File: src/rtl/oneshot_pkg.sv
`timescale 1ns/1ps
package oneshot_pkg;
  typedef enum logic {
    MODE_ONESHOT = 1'b0,
    MODE_RETRIG  = 1'b1
  } trig_mode_e;
endpackage

File: src/rtl/os_sync.sv
`timescale 1ns/1ps
module os_sync #(
  parameter int unsigned STAGES = 2
) (
  input  logic clk_i,
  input  logic rst_ni,
  input  logic d_i,
  output logic q_o
);
  logic [STAGES-1:0] pipe_q;

  if (STAGES == 1) begin : g_single
    always_ff @(posedge clk_i or negedge rst_ni) begin
      if (!rst_ni) pipe_q <= '0;
      else         pipe_q <= d_i;
    end
  end else begin : g_chain
    always_ff @(posedge clk_i or negedge rst_ni) begin
      if (!rst_ni) pipe_q <= '0;
      else         pipe_q <= {pipe_q[STAGES-2:0], d_i};
    end
  end

  assign q_o = pipe_q[STAGES-1];
endmodule

File: src/rtl/os_trig_qual.sv
`timescale 1ns/1ps
module os_trig_qual
  import oneshot_pkg::*;
#(
  parameter int unsigned SYNC_STAGES = 2
) (
  input  logic clk_i,
  input  logic rst_ni,
  input  logic clr_ni,
  input  logic a_s_i,
  input  logic b_s_i,
  input  logic retrig_i,
  input  logic busy_i,
  output logic fire_o
);
  // edge register plus sync chain must refill before edges are trusted
  localparam int unsigned ARM_CYCLES = SYNC_STAGES + 1;
  localparam int unsigned WARM_W     = $clog2(ARM_CYCLES + 1);

  logic              a_q, b_q;
  logic [WARM_W-1:0] warm_q;
  logic              armed, rise_a, fall_b, may_fire;
  trig_mode_e        mode;

  always_ff @(posedge clk_i or negedge rst_ni) begin
    if (!rst_ni) begin
      a_q    <= 1'b0;
      b_q    <= 1'b0;
      warm_q <= '0;
    end else begin
      a_q <= a_s_i;
      b_q <= b_s_i;
      if (!clr_ni)     warm_q <= '0;
      else if (!armed) warm_q <= warm_q + 1'b1;
    end
  end

  assign armed    = (warm_q == WARM_W'(ARM_CYCLES));
  assign rise_a   = a_s_i & ~a_q & b_s_i;
  assign fall_b   = ~b_s_i & b_q & ~a_s_i;
  assign mode     = trig_mode_e'(retrig_i);
  assign may_fire = (mode == MODE_RETRIG) | ~busy_i;
  assign fire_o   = (rise_a | fall_b) & armed & clr_ni & may_fire;
endmodule

File: src/rtl/os_pulse_timer.sv
`timescale 1ns/1ps
module os_pulse_timer #(
  parameter int unsigned CNT_W = 16
) (
  input  logic             clk_i,
  input  logic             rst_ni,
  input  logic             clr_ni,
  input  logic             load_i,
  input  logic [CNT_W-1:0] width_i,
  output logic             busy_o
);
  logic [CNT_W-1:0] cnt_q;

  // clear beats load, load beats decrement
  always_ff @(posedge clk_i or negedge rst_ni) begin
    if (!rst_ni)      cnt_q <= '0;
    else if (!clr_ni) cnt_q <= '0;
    else if (load_i)  cnt_q <= width_i;
    else if (busy_o)  cnt_q <= cnt_q - 1'b1;
  end

  assign busy_o = |cnt_q;
endmodule

File: src/rtl/retrig_oneshot.sv
`timescale 1ns/1ps
module retrig_oneshot #(
  parameter int unsigned SYNC_STAGES = 2,
  parameter int unsigned CNT_W       = 16
) (
  input  logic             clk_i,
  input  logic             rst_ni,
  input  logic             clr_ni,
  input  logic             a_i,
  input  logic             b_i,
  input  logic             retrig_i,
  input  logic [CNT_W-1:0] width_i,
  output logic             q_o,
  output logic             qn_o
);
  logic a_s, b_s, fire, busy;

  os_sync #(.STAGES(SYNC_STAGES)) u_sync_a (
    .clk_i (clk_i), .rst_ni(rst_ni), .d_i(a_i), .q_o(a_s)
  );
  os_sync #(.STAGES(SYNC_STAGES)) u_sync_b (
    .clk_i (clk_i), .rst_ni(rst_ni), .d_i(b_i), .q_o(b_s)
  );

  os_trig_qual #(.SYNC_STAGES(SYNC_STAGES)) u_qual (
    .clk_i   (clk_i),
    .rst_ni  (rst_ni),
    .clr_ni  (clr_ni),
    .a_s_i   (a_s),
    .b_s_i   (b_s),
    .retrig_i(retrig_i),
    .busy_i  (busy),
    .fire_o  (fire)
  );

  os_pulse_timer #(.CNT_W(CNT_W)) u_timer (
    .clk_i  (clk_i),
    .rst_ni (rst_ni),
    .clr_ni (clr_ni),
    .load_i (fire),
    .width_i(width_i),
    .busy_o (busy)
  );

  // clear acts on the output without waiting for a clock edge
  assign q_o  = busy & clr_ni;
  assign qn_o = ~q_o;
endmodule

File: config.mk
export PLATFORM = sky130hd
export DESIGN_NAME = retrig_oneshot
export DESIGN_NICKNAME = d
export VERILOG_FILES = /design/src/rtl/oneshot_pkg.sv /design/src/rtl/os_sync.sv /design/src/rtl/os_trig_qual.sv /design/src/rtl/os_pulse_timer.sv /design/src/rtl/retrig_oneshot.sv
export SDC_FILE = /design/constraint.sdc
export NUM_CORES = 1
export LEC_CHECK = 0
export CAP_MARGIN = 25
export CORE_MARGIN = 4
export CORE_UTILIZATION = 60
export DETAILED_ROUTE_END_ITERATION = 8
export DONT_BUFFER_PORTS = 1
export PLACE_DENSITY = 0.79
export SETUP_SLACK_MARGIN = 0.2
export SLEW_MARGIN = 20
export SYNTH_ARGS = -nofsm -noshare
export SYNTH_HDL_FRONTEND = slang
export SYNTH_HIERARCHICAL = 1
export SYNTH_SLANG_ARGS = --single-unit
File: constraint.sdc
create_clock -name clk_i -period 3.4 [get_ports clk_i]
set_clock_uncertainty 0.05 [all_clocks]
set_input_delay 0.34 -clock clk_i [delete_from_list [all_inputs] [get_ports clk_i]]
set_output_delay 0.34 -clock clk_i [all_outputs]
set_load 0.005 [all_outputs]
# Yosys cells after proc, flatten, opt, wreduce, memory -nomap -nowiden
# Index checks and enable logic that the tools add are counted.
# word_totals
mem_bits_rw	0
mem_bits_ro	0
inputBits	22
latchBits	0
n_memories	0
reg_bits	24
# classes
reduce_logical	1
div_mod_pow	0
bitwise_logic	15
shift	0
mul	0
n_addsub	2
n_eq_ne	3
mux	5
n_lt_le_gt_ge	0
# ops
cell	count
two-way mux 16 bit	3
OR reduction 16 bit	1
subtractor 16 x 1 -> 16 bit (second input constant)	1
AND 1 bit	8
NOT 1 bit	5
two-way mux 2 bit	2
inequality test 3 x 1 -> 1 bit (second input constant)	1
adder 2 x 1 -> 2 bit (second input constant)	1
equality test 2 bit (second input constant)	1
inequality test 2 bit (second input constant)	1
bitwise OR 1 bit	2

# Longest topological paths before layout
# Gate-level depths: netlist (run 1).
# depth
word_depth	9
ltp_mapped	11

# By module
# Netlist (run 1), hierarchy kept.
# by_module_without_submodules
mod	cells_per_inst	seq_area_each_um2	area_per_inst_um2	instances
os_pulse_timer	111	400.4	1003.5	1
os_trig_qual	14	100.1	182.7	1
os_sync	2	50.0	50.0	2
retrig_oneshot	2	0.0	10.0	1

# Least setup slack after synthesis (run 1)
# OpenSTA, ideal clock, no wires.
# synth_path
kind	reg2reg
start	reg u_timer.cnt_q[0]
end	reg u_timer.cnt_q[9]
setup_time_ps	94
stages_incl_launch_ff	11
setup_slack_ps	924
arrival_time_ps	2332
path_cell_list	dfrtp_1 -> inv_1 -> ha_1 -> nand2b_1 -> nor3_1 -> nand4_1 -> a221oi_2 -> clkbuf_1 -> clkinv_1 -> clkbuf_1 -> a211oi_1
# synth_between
elab_chain_len	6
# synth_lines
element	line	source
from (decl)	os_pulse_timer.sv:12	logic [CNT_W-1:0] cnt_q;
from (signal assigned)	os_pulse_timer.sv:18	else if (load_i) cnt_q <= width_i;
from (signal assigned)	os_pulse_timer.sv:19	else if (busy_o) cnt_q <= cnt_q - 1'b1;
OR reduction 16 bit (*)	os_pulse_timer.sv:22	assign busy_o = |cnt_q;
net busy	retrig_oneshot.sv:16	logic a_s, b_s, fire, busy;
NOT 1 bit (*)	os_trig_qual.sv:42	assign may_fire = (mode == MODE_RETRIG) | ~busy_i;
bitwise OR 1 bit (*)	os_trig_qual.sv:42	
AND 1 bit (*)	os_trig_qual.sv:43	assign fire_o = (rise_a | fall_b) & armed & clr_ni & may_fire;
net fire	retrig_oneshot.sv:16	
two-way mux 16 bit	os_pulse_timer.sv:18	
two-way mux 16 bit	os_pulse_timer.sv:17	else if (!clr_ni) cnt_q <= '0;
# Mark *: on every way through the listed nets, which the timed path passes. The rest lies on a longest branch. The select of a mux whose other input is x is not followed.
# A chain may end at the register's enable or synchronous reset.

# Worst setup path in the final report (run 1)
# layout_path
start	reg u_timer.cnt_q[0]
end	reg u_timer.cnt_q[4]
# The elaborated chain is that of the path after synthesis.

==> impl_metrics.py, run 1 <==
metrics = {
    "min_path": {
        "holdPathEnd": "u_timer/cnt_q[8]",
        "hp-class": "input port to flop",
        "hp-start": "width_i[8]",
        "holdPathStages": 2,
    },
    "setup_path": {
        "critPathArrivalTime_ps": 2970,
        "rr_endpoint": "u_timer/cnt_q[4]",
        "path_class": "flop to flop",
        "r2r_slack_ps": 580,
        "rr_worst_depth": 10,
        "end_kind": "flop",
        "timing.rr.start": "u_timer/cnt_q[0]",
        "worst_setup_path_start_kind": "flop",
        "worstPathRequired_ps": 3550,
        "crit_path_max_fanout": 18,
    },
    "layout": {
        "drive_gt1_share_pct": 12.5,
        "syn_to_final_growth_pct": 8.69,
        "seqCellArea_sq_um": 601,
        "multi_input_area_sq_um": 664,
        "fillers": 161,
        "fin_nets": 161,
        "n_antenna_cell": 0,
    },
    "synth": {
        "synthesis.area_sq_um": 1300,
        "netlist_instances": 131,
        "syn_nets": 155,
        "postSynthAreaPerCell_sq_um": 9.89,
        "yosysSeqAreaShare_pct": 46.3,
        "synth-edff-count": 0,
        "yosysWarningCount": 6,
        "ys_ff_latch": 24,
        "synth_ff_type": "dfrtp_1",
        "netlist-cell-type-count": 37,
        "ys_async_sr_fraction_pct": 100,
    },
    "clocking": {
        "cts_hold_buffers": 3,
        "cts_buffer_depth": 2,
        "path_clk_slew_ps": 130,
        "clk_latency_ps": 320,
        "cts_setup_buffers": 0,
        "htree_levels": 1,
        "cts_buffers": 3,
        "cts-resized-gates": 0,
        "cts_tree": "done",
        "cts.sinks": 24,
        "root_buffer": "clkbuf_4",
    },
    "route": {
        "drt-initial-drc-count": 24,
        "ant_nets": 0,
        "vias": 1016,
        "drc": 0,
        "wl_um": 2600,
        "wl_per_cell_um": 16.0,
        "drtPass1Iterations": 4,
        "via_per_inst": 6.23,
    },
    "flow_run": {
        "maxCapViolCount": 0,
    },
    "floorplanning": {
        "rows": 16,
        "die_x_um": 54.5,
        "ioPinCount": 24,
        "core_area_sq_um": 2000,
        "initial_core_util_pct": 64.7,
        "die_h_um": 54.5,
        "dieArea_sq_um": 2970,
    },
    "placement": {
        "pre_cts_ws_ps": 633,
        "post-dp-hpwl_um": 1890,
        "numPortBuffers": 0,
        "place_congestion": 0.854,
    },
    "timing": {
        "period_needed_ps": 2820,
        "slew_headroom_pct": 59.9,
        "slew_viol_final": 0,
        "setup_viol_count_final": 0,
        "fin_tns_setup_ps": 0,
        "finalCritPeriodShare_pct": 82.8,
        "worst_slew_pin_slew_ps": 602,
        "rsz0062_at_grt": "false",
        "finalWorstSetupSlack_ps": 584,
        "fmax_ghz": 0.355,
        "hold_viol": 0,
    },
    "power": {
        "power_frac_seq_pct": 37.1,
        "power.net_switching_uw": 473,
        "ir_worst_vdd_uv": 493,
        "clock_power_share_pct": 17.1,
        "p_leak_nw": 0.612,
        "p_int_uw": 746,
        "p_comb_share_pct": 45.8,
        "switching_share_pct": 38.8,
        "power_density_nw_per_um2": 865,
    },
    "global_routing": {
        "grt_max_degree": 25,
        "grt_pass1_vias": 1023,
        "grt_pass1_wl_um": 4400,
        "grt_usage_pct": 20.8,
        "grt_use_met2_pct": 34.1,
        "top_usage_layer": "met2",
        "met1_usage_pct": 24.3,
        "grt_overflow": 0,
        "antenna_found_initial": 0,
        "grtUsageMet3_pct": 5.99,
    },
    "status": {
        "status": "finished, final reports clean",
    },
}
==> flip-flops by register name (all words and copies together), names as in the netlist <==
register and count:
u_qual/warm_q 2, u_qual/b_q 1, u_timer/cnt_q 16, u_sync_b/pipe_q 2
u_sync_a/pipe_q 2, u_qual/a_q 1
==> area by class of cell <==
type / count / share of cell area (%)
clock buffer: 3 / 1.60
timing repair buffer: 5 / 3.02
inverter: 4 / 1.07
multi-input combinational: 99 / 47.2
clock inverter: 1 / 2.13
sequential: 24 / 42.6
tap: 27 / 2.40
==> cell usage in the layout (no fill, tap or decap), types with 4 or more instances in the layout <==
cell type	synthesis	routed
nand3_1	4	4
nor3_1	4	4
a21oi_1	10	10
dfrtp_1	24	24
nand2_1	19	19
xor2_1	4	4
nor2_1	12	12
xnor2_1	10	10
==> worst max-delay path by stage <==
stage / start / endpoint / slack (ps) / cells after the start
finish: u_timer/cnt_q[0] / u_timer/cnt_q[4] / 580 / 10
global route: u_timer/cnt_q[0] / u_timer/cnt_q[4] / 280 / 10
CTS: u_timer/cnt_q[0] / u_timer/cnt_q[4] / 610 / 10
detailed placement: u_timer/cnt_q[0] / u_timer/cnt_q[4] / 630 / 10
global placement: u_timer/cnt_q[0] / u_timer/cnt_q[4] / 770 / 10
floorplan: u_timer/cnt_q[0] / u_timer/cnt_q[9] / 920 / 10
==> cells by family after synthesis <==
logic type,synth area share (%)
adder cells (fa/ha/maj),1.93
buffers and inverters,2.41
AO/OA/AOI/OAI,11.1
flip-flops,46.3
AND/OR/NAND/NOR,27.2
multiplexers,1.54
XOR/XNOR,9.46
==> metal layers <==
metal / vias up / routed length [um] / part of all wire (%)
li1: 469 / - / -
met1: 493 / 1080 / 42
met2: 42 / 1260 / 48
met3: 12 / 192 / 7.4
met4: 0 / 64 / 2.5
met5: - / 0 / 0
==> Yosys cell counts, drive strengths merged (2+ instances only) <==
cell	instances	area share [%]
mux2i	2	1.5
a211oi	4	3.5
dfrtp	24	46
nor4	3	2.6
nand3	4	1.5
and2	3	1.4
xnor2	10	6.8
nand4	3	1.4
xor2	4	2.7
clkbuf	3	0.87
nor2	12	3.5
ha	2	1.9
or4	2	1.2
inv	3	0.87
nor3	6	3.1
nand2	19	5.5
a21oi	10	3.9
==> per-stage QoR <==
stage               cells  hold slack (ps)  util [%]  instance area [sq um]  total power [mW]
floorplan             131            -5.59         -                   1300             0.901
global placement      155            -5.02      66.0                   1320             0.977
detailed placement    155            -4.89      66.0                   1320              1.00
CTS                   162             82.2      70.1                   1400              1.22
global route          163             78.3      70.4                   1410              1.31
finish                163             87.8      70.4                   1410              1.22
==> power groups by stage <==
stage / combinational, mW / sequential, mW / clock (mW)
global placement: 0.527 / 0.450 / 0
global route: 0.624 / 0.460 / 0.222
floorplan: 0.467 / 0.433 / 0
detailed placement: 0.545 / 0.455 / 0
CTS: 0.558 / 0.450 / 0.211
finish: 0.558 / 0.452 / 0.208
==> worst max-delay path, stage by stage (launching register included) <==
cell	delay, ps
dfrtp_1	450
inv_1	90
ha_1	240
nand2b_1	110
nor3_1	140
nand4_1	200
a221oi_2	310
buf_4	260
clkinv_1	460
mux2i_1	320
nor2_1	60
(Power assumes the default switching activity.)
==> inputs of run 2 (changes only) <==
--- a/config.mk
+++ b/config.mk
@@ -5,12 +5,13 @@
 export SDC_FILE = /design/constraint.sdc
 export NUM_CORES = 1
 export LEC_CHECK = 0
+export ABC_AREA = 1
 export CAP_MARGIN = 25
 export CORE_MARGIN = 4
-export CORE_UTILIZATION = 60
+export CORE_UTILIZATION = 56
 export DETAILED_ROUTE_END_ITERATION = 8
 export DONT_BUFFER_PORTS = 1
-export PLACE_DENSITY = 0.79
+export PLACE_DENSITY = 0.77
 export SETUP_SLACK_MARGIN = 0.2
 export SLEW_MARGIN = 20
 export SYNTH_ARGS = -nofsm -noshare
==> constraint.sdc (replaced) <==
create_clock -name clk_i -period 2.4 [get_ports clk_i]
set_clock_uncertainty 0.05 [all_clocks]
set_input_delay 0.24 -clock clk_i [delete_from_list [all_inputs] [get_ports clk_i]]
set_output_delay 0.24 -clock clk_i [all_outputs]
set_load 0.005 [all_outputs]
==> run 2 against run 1 <==
  * Combinational power up 100%
  * Synthesized cell count up 59%
  * Non-clock buffer count up 15
  * Count of clock-buffer cells in the layout unchanged
  * Routed wire length up 54%
  * Worst setup slack worse by 310 ps
  * Register-to-register slack worse by 310 ps
  * Design area up 28%
  * Synthesized area up 15%
  * First-iteration DRC count rose to 3.0 times the previous value
  * Critical endpoint is now u_timer/cnt_q[2]
  * Largest power group unchanged
  * Highest routed layer unchanged
==> impl_metrics.py, run 2 <==
metrics = {
    "status": {
        "status": "finished, final reports clean",
    },
    "floorplanning": {
        "die_x_um": 59.6,
        "core_area_sq_um": 2500,
        "rows": 18,
        "die_h_um": 59.6,
        "dieArea_sq_um": 3560,
        "ioPinCount": 24,
        "initial_core_util_pct": 59.7,
    },
    "synth": {
        "postSynthAreaPerCell_sq_um": 7.18,
        "ys_top_cells_by_area": "dfrtp_1 40%, nand2_1 11%, nor2_1 8.3%",
        "synthesis.area_sq_um": 1490,
        "ys_async_sr_fraction_pct": 100,
        "yosys.area.top_type": "dfrtp_1",
        "netlist_instances": 208,
        "synth_common_cells": "45 x nand2_1, 33 x nor2_1, 25 x inv_1, 24 x dfrtp_1, 21 x nand3_1",
        "yosysWarningCount": 6,
        "netlist-cell-type-count": 26,
        "yosysMostFrequentCell": "nand2_1",
        "ys_ff_latch": 24,
        "syn_nets": 232,
        "yosysSeqAreaShare_pct": 40.2,
        "synth_top_area_share_pct": 40.2,
        "synth-edff-count": 0,
        "synth_ff_type": "dfrtp_1",
    },
    "layout": {
        "syn_to_final_growth_pct": 20.5,
        "final_common_cell": "nand2_1",
        "largest_reg_flops": 16,
        "largest_register": "u_timer/cnt_q",
        "fillers": 189,
        "final_cell_mix": "45 x nand2_1, 33 x nor2_1, 24 x dfrtp_1, 23 x inv_1, 18 x nand3_1",
        "fin_cells": 259,
        "drive_gt1_share_pct": 21.8,
        "fin_nets": 254,
        "n_antenna_cell": 0,
    },
    "global_routing": {
        "grt_pass1_vias": 1436,
        "grt_max_degree": 28,
        "grt_overflow": 0,
        "grt_pass1_wl_um": 6070,
        "grt_usage_pct": 22.5,
        "antenna_found_initial": 0,
    },
    "route": {
        "dr_wl_met2_um": 2060,
        "drtPass1Iterations": 5,
        "ant_nets": 0,
        "wl_um": 4010,
        "via_per_inst": 5.75,
        "drt-initial-drc-count": 73,
        "drt-met1-wl_um": 1510,
        "top_layer": "met4",
        "met3WireLength_um": 334,
        "vias": 1490,
        "wl_per_cell_um": 15.5,
        "drc": 0,
    },
    "power": {
        "finalPower_mw": 2.00,
        "ir_worst_vdd_uv": 872,
        "p_leak_nw": 0.915,
        "power_density_nw_per_um2": 1110,
    },
    "timing": {
        "fmax_ghz": 0.470,
        "fin_tns_setup_ps": 0,
        "period_needed_ps": 2130,
        "finalCritPeriodShare_pct": 88.6,
        "slew_headroom_pct": 65.1,
        "setup_viol_count_final": 0,
        "slew_viol_final": 0,
        "rsz0062_at_grt": "false",
        "hold_viol": 0,
        "worst_slew_pin_slew_ps": 523,
    },
    "clocking": {
        "root_buffer": "clkbuf_4",
        "cts_tree": "done",
        "cts_buffers": 3,
        "htree_levels": 1,
        "cts_buffer_depth": 2,
        "clk_latency_ps": 320,
        "path_clk_slew_ps": 130,
        "cts.sinks": 24,
    },
    "min_path": {
        "hp-start": "clr_ni",
        "holdPathStages": 2,
        "hp-class": "input port to flop",
        "holdPathEnd": "u_timer/cnt_q[1]",
    },
    "setup_path": {
        "rr_endpoint": "u_timer/cnt_q[2]",
        "critPathArrivalTime_ps": 2340,
        "path_delay_family": "simple AND/OR/NAND/NOR gates",
        "timing.rr.start": "u_timer/cnt_q[0]",
        "worstPathRequired_ps": 2620,
        "worst_setup_path_start_kind": "flop",
        "rr_worst_depth": 13,
        "path_class": "flop to flop",
        "cp_slowest_cell": "dfrtp_1",
        "startpoint": "u_timer/cnt_q[0]",
        "crit_path_max_fanout": 8,
        "end_kind": "flop",
        "crit_chain": "inv_2 -> ha_4 -> nand3_4 -> nor2_4 -> nand3_2 -> nand2_1 -> nand2_2 -> a21oi_4 -> clkinv_4 -> buf_6 -> a31oi_1 -> nand3_1 -> inv_1",
        "r2r_slack_ps": 270,
        "critPathMaxStageDelay_ps": 420,
        "path_buf_inv": 4,
    },
    "placement": {
        "place_congestion": 0.925,
        "numPortBuffers": 0,
        "post-dp-hpwl_um": 2500,
        "place_inst": 235,
    },
    "flow_run": {
        "maxCapViolCount": 0,
    },
}
==> run 2: power breakdown <==
| part | internal, mW | leakage [nW] | total, mW | switching [mW] |
|---|---|---|---|---|
| sequential | 0.489 | 0.310 | 0.581 | 0.0918 |
| combinational | 0.427 | 0.578 | 1.12 | 0.693 |
| clock | 0.169 | 0.0279 | 0.296 | 0.127 |
| total | 1.08 | 0.915 | 2.00 | 0.912 |
==> run 2: layer usage <==
metal | GRT usage [%] | vias up
met2 | 42.9 | 80
met4 | 7.59 | 0
met3 | 2.40 | 12
li1 | - | 703
met5 | 0 | -
met1 | 25.8 | 695
==> run 2: cells by family (layout without fill, tap and decap cells) <==
logic type,after synthesis,count (layout),synth area share (%)
AOI/OAI and AO/OA,23,23,9.22
DFF,24,24,40.2
xor gates and xnor gates,1,1,0.587
and+or+nand+nor,126,126,39.6
adders and majority gates,2,2,1.68
buffers and inverters,32,53,8.72
==> run 2: metrics by stage <==
step	hold WS (ps)	instance area, sq um	util [%]	setup slack [ps]
after global placement	-105	1510	60.5	188
after CTS	17.2	1710	68.4	202
after detailed placement	-105	1510	60.5	77.4
final	17.8	1800	71.9	274
after global routing	27.2	1800	71.9	114
after floorplan	-106	1490	-	322
==> run 2: worst reg2reg max path, stage by stage, from the launching register on <==
cell and delay [ps]:
dfrtp_1 420, inv_2 100, ha_4 170, nand3_4 110, nor2_4 120, nand3_2 90, nand2_1 100, nand2_2 70
a21oi_4 220, clkinv_4 130, buf_6 160, a31oi_1 170, nand3_1 100, inv_1 70
==> run 2: final cells by class <==
cell class              count  area, sq um  share of cell area (%)
repair inverters            1         5.00                   0.278
repair buffers             20          178                    9.88
well taps                  30         37.5                    2.09
inverters                  28          110                    6.12
multi-input cells         152          815                    45.3
flip-flops and latches     24          601                    33.4
clock inverters             1         30.0                    1.67
clock buffers               3         22.5                    1.25
==> run 2: timing repair <==
item / in CTS / in global routing
pin swaps: 2 / 2
setup endpoints to repair: 9 / 16
gates resized for setup: 6 / 11
hold endpoints to repair: 36 / 24
buffers inserted: 4 / 5
hold buffers: 9 / 1
gates cloned: 0 / 1
==> run 2: how the worst max path moves through the flow <==
stage / cells past startpoint / slack (ps) / end
3_3_place_gp: 12 / 190 / u_timer/cnt_q[12]
5_1_grt: 14 / 110 / u_timer/cnt_q[1]
2_1_floorplan: 14 / 320 / u_timer/cnt_q[2]
3_5_place_dp: 12 / 80 / u_timer/cnt_q[12]
4_1_cts: 12 / 200 / u_timer/cnt_q[12]
6_report: 13 / 270 / u_timer/cnt_q[2]
